<file path="config.mk">
export PLATFORM = sky130hd
export DESIGN_NAME = mwWriteSeq
export DESIGN_NICKNAME = d
export VERILOG_FILES = /design/src/rtl/mwWritePkg.sv /design/src/rtl/mwWriteDp.sv /design/src/rtl/mwWriteCtrl.sv /design/src/rtl/mwWriteSeq.sv
export SDC_FILE = /design/constraint.sdc
export NUM_CORES = 1
export LEC_CHECK = 0
export BUFFER_PORTS_ARGS = -buffer_cell sky130_fd_sc_hd__buf_4
export CELL_PAD_IN_SITES_DETAIL_PLACEMENT = 0
export CELL_PAD_IN_SITES_GLOBAL_PLACEMENT = 1
export CORE_MARGIN = 4
export CORE_UTILIZATION = 48
export DETAILED_ROUTE_END_ITERATION = 10
export PLACE_DENSITY = 0.93
export REMOVE_ABC_BUFFERS = 1
export SETUP_SLACK_MARGIN = 0.15
export SLEW_MARGIN = 20
export SYNTH_ARGS = -nofsm -noshare
export SYNTH_HDL_FRONTEND = slang
export SYNTH_SLANG_ARGS = --single-unit
</file>
<file path="constraint.sdc">
create_clock -name clk -period 3 [get_ports clk]
set_input_delay 0.6 -clock clk [delete_from_list [all_inputs] [get_ports clk]]
set_output_delay 0.6 -clock clk [all_outputs]
set_load 0.03 [all_outputs]
</file>
<file path="src/rtl/mwWritePkg.sv">
package mwWritePkg;

  typedef enum logic [1:0] {
    ST_IDLE   = 2'd0,
    ST_SETTLE = 2'd1,
    ST_SHIFT  = 2'd2,
    ST_GAP    = 2'd3
  } seqStateT;

  typedef enum logic [1:0] {
    FR_ENABLE  = 2'd0,
    FR_WRITE   = 2'd1,
    FR_DISABLE = 2'd2
  } frameKindT;

  // strobes from control to datapath
  typedef struct packed {
    logic      capture;   // latch host address and data
    logic      load;      // load a new frame into the shifter
    frameKindT kind;      // which frame to load
    logic      shift;     // advance to the next bit
  } dpCtlT;

endpackage

</file>
<file path="src/rtl/mwWriteDp.sv">
module mwWriteDp
  import mwWritePkg::*;
#(
  parameter int ADDR_W = 8,
  parameter int DATA_W = 16
) (
  input  logic              clk,
  input  logic              rstN,
  input  dpCtlT             ctl,
  input  logic [ADDR_W-1:0] addrIn,
  input  logic [DATA_W-1:0] dataIn,
  output logic              msbBit,
  output logic              lastBit
);
  localparam int FRAME_W = 3 + ADDR_W + DATA_W;
  localparam int CMD_LEN = 2 + ADDR_W;          // start + 4 opcode + ADDR_W-3 filler
  localparam int BIT_W   = $clog2(FRAME_W + 1);

  logic [ADDR_W-1:0]  addrQ;
  logic [DATA_W-1:0]  dataQ;
  logic [FRAME_W-1:0] shReg;
  logic [BIT_W-1:0]   bitsLeft;
  logic [FRAME_W-1:0] nextFrame;
  logic [BIT_W-1:0]   nextLen;

  always_comb begin
    unique case (ctl.kind)
      FR_WRITE: begin
        nextFrame = {3'b101, addrQ, dataQ};
        nextLen   = BIT_W'(FRAME_W);
      end
      FR_DISABLE: begin
        nextFrame = {5'b10000, {(FRAME_W-5){1'b0}}};
        nextLen   = BIT_W'(CMD_LEN);
      end
      default: begin
        nextFrame = {5'b10011, {(FRAME_W-5){1'b0}}};
        nextLen   = BIT_W'(CMD_LEN);
      end
    endcase
  end

  always_ff @(posedge clk) begin
    if (!rstN) begin
      addrQ    <= '0;
      dataQ    <= '0;
      shReg    <= '0;
      bitsLeft <= '0;
    end else begin
      if (ctl.capture) begin
        addrQ <= addrIn;
        dataQ <= dataIn;
      end
      if (ctl.load) begin
        shReg    <= nextFrame;
        bitsLeft <= nextLen;
      end else if (ctl.shift) begin
        shReg    <= {shReg[FRAME_W-2:0], 1'b0};
        bitsLeft <= bitsLeft - BIT_W'(1);
      end
    end
  end

  assign msbBit  = shReg[FRAME_W-1];
  assign lastBit = (bitsLeft == BIT_W'(1));

endmodule

</file>
<file path="src/rtl/mwWriteCtrl.sv">
module mwWriteCtrl
  import mwWritePkg::*;
#(
  parameter int HALF_CYC   = 2,
  parameter int SETTLE_CYC = 2
) (
  input  logic  clk,
  input  logic  rstN,
  input  logic  startIn,
  input  logic  lastBit,
  output dpCtlT ctl,
  output logic  busyOut,
  output logic  doneOut,
  output logic  csOut,
  output logic  sclkOut
);
  localparam int BIT_CYC = 2 * HALF_CYC;
  localparam int MAX_T   = (SETTLE_CYC > BIT_CYC) ? SETTLE_CYC : BIT_CYC;
  localparam int TIM_W   = $clog2(MAX_T + 1);

  seqStateT   state;
  frameKindT  frame;
  logic [TIM_W-1:0] timer;
  logic settleEnd, bitEnd;

  assign settleEnd = (timer == TIM_W'(SETTLE_CYC - 1));
  assign bitEnd    = (timer == TIM_W'(BIT_CYC - 1));

  always_comb begin
    ctl = '{capture: 1'b0, load: 1'b0, kind: FR_ENABLE, shift: 1'b0};
    unique case (state)
      ST_IDLE: if (startIn) begin
        ctl.capture = 1'b1;
        ctl.load    = 1'b1;
        ctl.kind    = FR_ENABLE;
      end
      ST_SHIFT: ctl.shift = bitEnd && !lastBit;
      ST_GAP: if (bitEnd && frame != FR_DISABLE) begin
        ctl.load = 1'b1;
        ctl.kind = (frame == FR_ENABLE) ? FR_WRITE : FR_DISABLE;
      end
      default: ;
    endcase
  end

  always_ff @(posedge clk) begin
    if (!rstN) begin
      state   <= ST_IDLE;
      frame   <= FR_ENABLE;
      timer   <= '0;
      doneOut <= 1'b0;
    end else begin
      doneOut <= 1'b0;
      unique case (state)
        ST_IDLE: if (startIn) begin
          state <= ST_SETTLE;
          frame <= FR_ENABLE;
          timer <= '0;
        end
        ST_SETTLE: begin
          timer <= settleEnd ? '0 : timer + TIM_W'(1);
          if (settleEnd) state <= ST_SHIFT;
        end
        ST_SHIFT: begin
          timer <= bitEnd ? '0 : timer + TIM_W'(1);
          if (bitEnd && lastBit) state <= ST_GAP;
        end
        ST_GAP: begin
          timer <= bitEnd ? '0 : timer + TIM_W'(1);
          if (bitEnd) begin
            if (frame == FR_DISABLE) begin
              state   <= ST_IDLE;
              doneOut <= 1'b1;
            end else begin
              state <= ST_SETTLE;
              frame <= ctl.kind;
            end
          end
        end
        default: state <= ST_IDLE;
      endcase
    end
  end

  assign busyOut = (state != ST_IDLE);
  assign csOut   = (state == ST_SETTLE) || (state == ST_SHIFT);
  assign sclkOut = (state == ST_SHIFT) && (timer >= TIM_W'(HALF_CYC));

endmodule

</file>
<file path="src/rtl/mwWriteSeq.sv">
module mwWriteSeq
  import mwWritePkg::*;
#(
  parameter int ADDR_W     = 8,
  parameter int DATA_W     = 16,
  parameter int HALF_CYC   = 2,
  parameter int SETTLE_CYC = 2
) (
  input  logic              clk,
  input  logic              rstN,
  input  logic              startIn,
  input  logic [ADDR_W-1:0] addrIn,
  input  logic [DATA_W-1:0] dataIn,
  output logic              busyOut,
  output logic              doneOut,
  output logic              csOut,
  output logic              sclkOut,
  output logic              mosiOut
);
  dpCtlT ctl;
  logic  msbBit, lastBit;

  mwWriteCtrl #(.HALF_CYC(HALF_CYC), .SETTLE_CYC(SETTLE_CYC)) uCtrl (
    .clk(clk), .rstN(rstN), .startIn(startIn), .lastBit(lastBit),
    .ctl(ctl), .busyOut(busyOut), .doneOut(doneOut),
    .csOut(csOut), .sclkOut(sclkOut)
  );

  mwWriteDp #(.ADDR_W(ADDR_W), .DATA_W(DATA_W)) uDp (
    .clk(clk), .rstN(rstN), .ctl(ctl), .addrIn(addrIn), .dataIn(dataIn),
    .msbBit(msbBit), .lastBit(lastBit)
  );

  assign mosiOut = csOut & msbBit;

endmodule

</file>
==> flow_summary.ini <==
[run_status]
status = finished clean

[detailed_routing]
route.met3.wl_um = 316
wl_met1_um = 2940
routed_wl_um = 5880
vias_per_cell = 5.47
dr.pass1.iters = 4
drtIter0Drc = 92
detail-route-antenna-nets = 0
top_layer = met4
vias = 2274
wl_per_cell_um = 14.1
dr_wl_met2_um = 2500
post-route-drc-count = 0

[setup_path]
crit_required_ps = 2400
slowest_delay_ps = 610
crit_slowest_cell = ha_1
cp-end-kind = output port
worst-path-max-fanout = 14
cp_num_buf_inv = 2
worstPathArrival_ps = 1810
start_kind = flop
crit_path_cell_trace = inv_1 > ha_1 > and2_1 > buf_4
critPathTopFamily = adder cells
worstSetupPathType = flop to output port

[synthesis]
synthDistinctLibCells = 54
synth-seq-cells = 64
seq_area_frac_synth_pct = 44.5
synth-edff-count = 0
synth_adder_area_share_pct = 4.78
yosys_most_used_dff = dfxtp_1
yosysMostFrequentCell = dfxtp_1
syn_inst = 310
synth-xor-area-share_pct = 0.304
syn_area_um2 = 2880
syn_avg_cell_area_um2 = 9.28
synth.top_cells.by_count = dfxtp_1, nand2_1, a21oi_1
async_reset_ff_share_pct = 0
synth_top_family_by_area = compound AO/OA/AOI/OAI gates
yosys-top-cells-area = dfxtp_1, mux2i_1, nand2_1
synthMuxAreaShare_pct = 8.39
ys.warnings.count = 0
synth_top_cell_by_area = dfxtp_1
synth-simple-area-share_pct = 15.4
synth_top_area_share_pct = 44.5
synth_compound_area_share_pct = 22.0

[clock_tree]
clock_path_buffers = 2
h-tree-depth = 3
worstSkewPairLatency_ps = 340
cts.repair.resized = 0
cts_buffers = 9
cts_tree = built
cts-root-buf = clkbuf_8
postCtsSetupBuffers = 0
clock-sinks = 64
holdBufCountCts = 0
cts.reportedPaths.clkPinSlew_ps = 70

[global_routing]
grt_antenna_before_repair = 0
grt_pass1_vias = 2108
grt_usage_pct = 17.1
grt_max_degree = 28
grt_remaining_overflow = 0
grt_pass1_wl_um = 9930

[pwr]
p_sw_mw = 1.02
seqPwrFrac_pct = 37.7
combPwrFrac_pct = 34.5
netSwitchingFraction_pct = 36.2
power_frac_clock_pct = 27.8
p_per_area_nw_per_um2 = 840
p_total_mw = 2.83
ir_drop_mv = 0.419
p_leak_nw = 1.41
internal_power_mw = 1.80

[sta]
fin_worst_skew_ps = 5.56
fin_crit_sh_pct = 80.2
fin_hold_ws_ps = 455
slew_violations = 0
finalCriticalPeriod_ps = 2410
setup_violations = 0
rsz0062_at_grt = false
relSlewSlack_pct = 63.5
tightest_slew_ps = 544
fin_ws_ps = 594
hold_viol_final = 0
max_clock_freq_mhz = 416
setup_tns_ps = 0

[final_layout]
fill_cells = 495
regArea_um2 = 1280
multiInputGateArea_um2 = 1460
num_antenna_cells = 0
drive_gt1_share_pct = 18.6
finalNetCount = 377
syn_to_final_growth_pct = 17.0
final_core_util_pct = 59.7

[place]
pre_cts_ws_ps = 812
dpl.hpwl_um = 4010
portBuffers = 31
gp_congestion = 0.806

[floorplanning]
io-pin-count = 32
initial_core_util_pct = 51.0
die_area_um2 = 7290
row_count = 27
core_um2 = 5640
chipWidth_um = 85.4
die_h_um = 85.4

[flow_run]
max-cap-violations = 0

[min_path]
hold_class = flop to flop
final timing paths:
check / startpoint / to / slack (ps) / cells after the start
setup reg to reg: uCtrl.timer[0] / uDp.shReg[18] / 770 / 7
setup / recovery: uCtrl.state[0] / mosiOut / 590 / 4
hold reg to reg: uDp.addrQ[1] / uDp.shReg[17] / 450 / 1
hold / removal: uDp.addrQ[1] / uDp.shReg[17] / 450 / 1
through the flow:
| step | area (um^2) | cells |
|---|---|---|
| final | 3370 | 416 |
| after global routing | 3370 | 416 |
| after CTS | 3370 | 416 |
| after detailed placement | 3150 | 400 |
| after global placement | 3150 | 400 |
| after floorplan | 2780 | 291 |
power by group through the flow:
stage | Combinational, mW | Clock, mW | Sequential [mW]
CTS | 0.981 | 0.804 | 1.07
global route | 1.08 | 0.841 | 1.08
global placement | 0.958 | 0 | 1.08
finish | 0.975 | 0.787 | 1.07
floorplan | 0.703 | 0 | 1.06
detailed placement | 0.978 | 0 | 1.08
per-layer routing:
layer | track usage [%] | vias up
met5 | 0 | -
met4 | 7.34 | 0
met3 | 4.76 | 10
met2 | 25.1 | 53
met1 | 23.5 | 1047
li1 | - | 1164
cells in the final DEF (no fill, tap or decap), drive strengths merged, types with 5 or more instances in the layout:
| cell type | netlist | final |
|---|---|---|
| o21ai | 6 | 6 |
| mux2i | 23 | 23 |
| dfxtp | 64 | 64 |
| inv | 9 | 9 |
| clkbuf | 7 | 12 |
| buf | 12 | 37 |
| and2 | 5 | 5 |
| a21oi | 34 | 34 |
| o2bb2ai | 21 | 21 |
| nand2 | 61 | 61 |
| ha | 11 | 11 |
logic make-up after synthesis:
logic type / Yosys count
buffers and inverters: 29
AOI/OAI and AO/OA: 88
muxes: 24
adders and majority gates: 11
xor gates and xnor gates: 1
and+or+nand+nor: 93
DFF: 64
area by class of cell:
class                      instances  share of cell area [%]
clock buffer                      12                    4.91
clock inverter                     4                    1.52
inverter                          10                    1.12
multi-input combinational        217                    43.5
sequential                        64                    38.1
tap                               72                    2.68
timing repair buffer              37                    8.25
flip-flops by register name, summed over array words and instances, names as in the netlist:
name / count
uDp.bitsLeft: 5
uDp.addrQ: 8
uCtrl.frame: 2
uCtrl.state: 2
uCtrl.timer: 3
uDp.shReg: 27
uDp.dataQ: 16
uCtrl.doneOut: 1
worst register-to-register path, stage by stage (launching register included):
cell       delay, ps
dfxtp_1          350
ha_1             230
ha_1             250
and2_1           230
nand2_2          390
buf_4            340
mux2i_1          240
o2bb2ai_1         90
(Power assumes the default switching activity.)
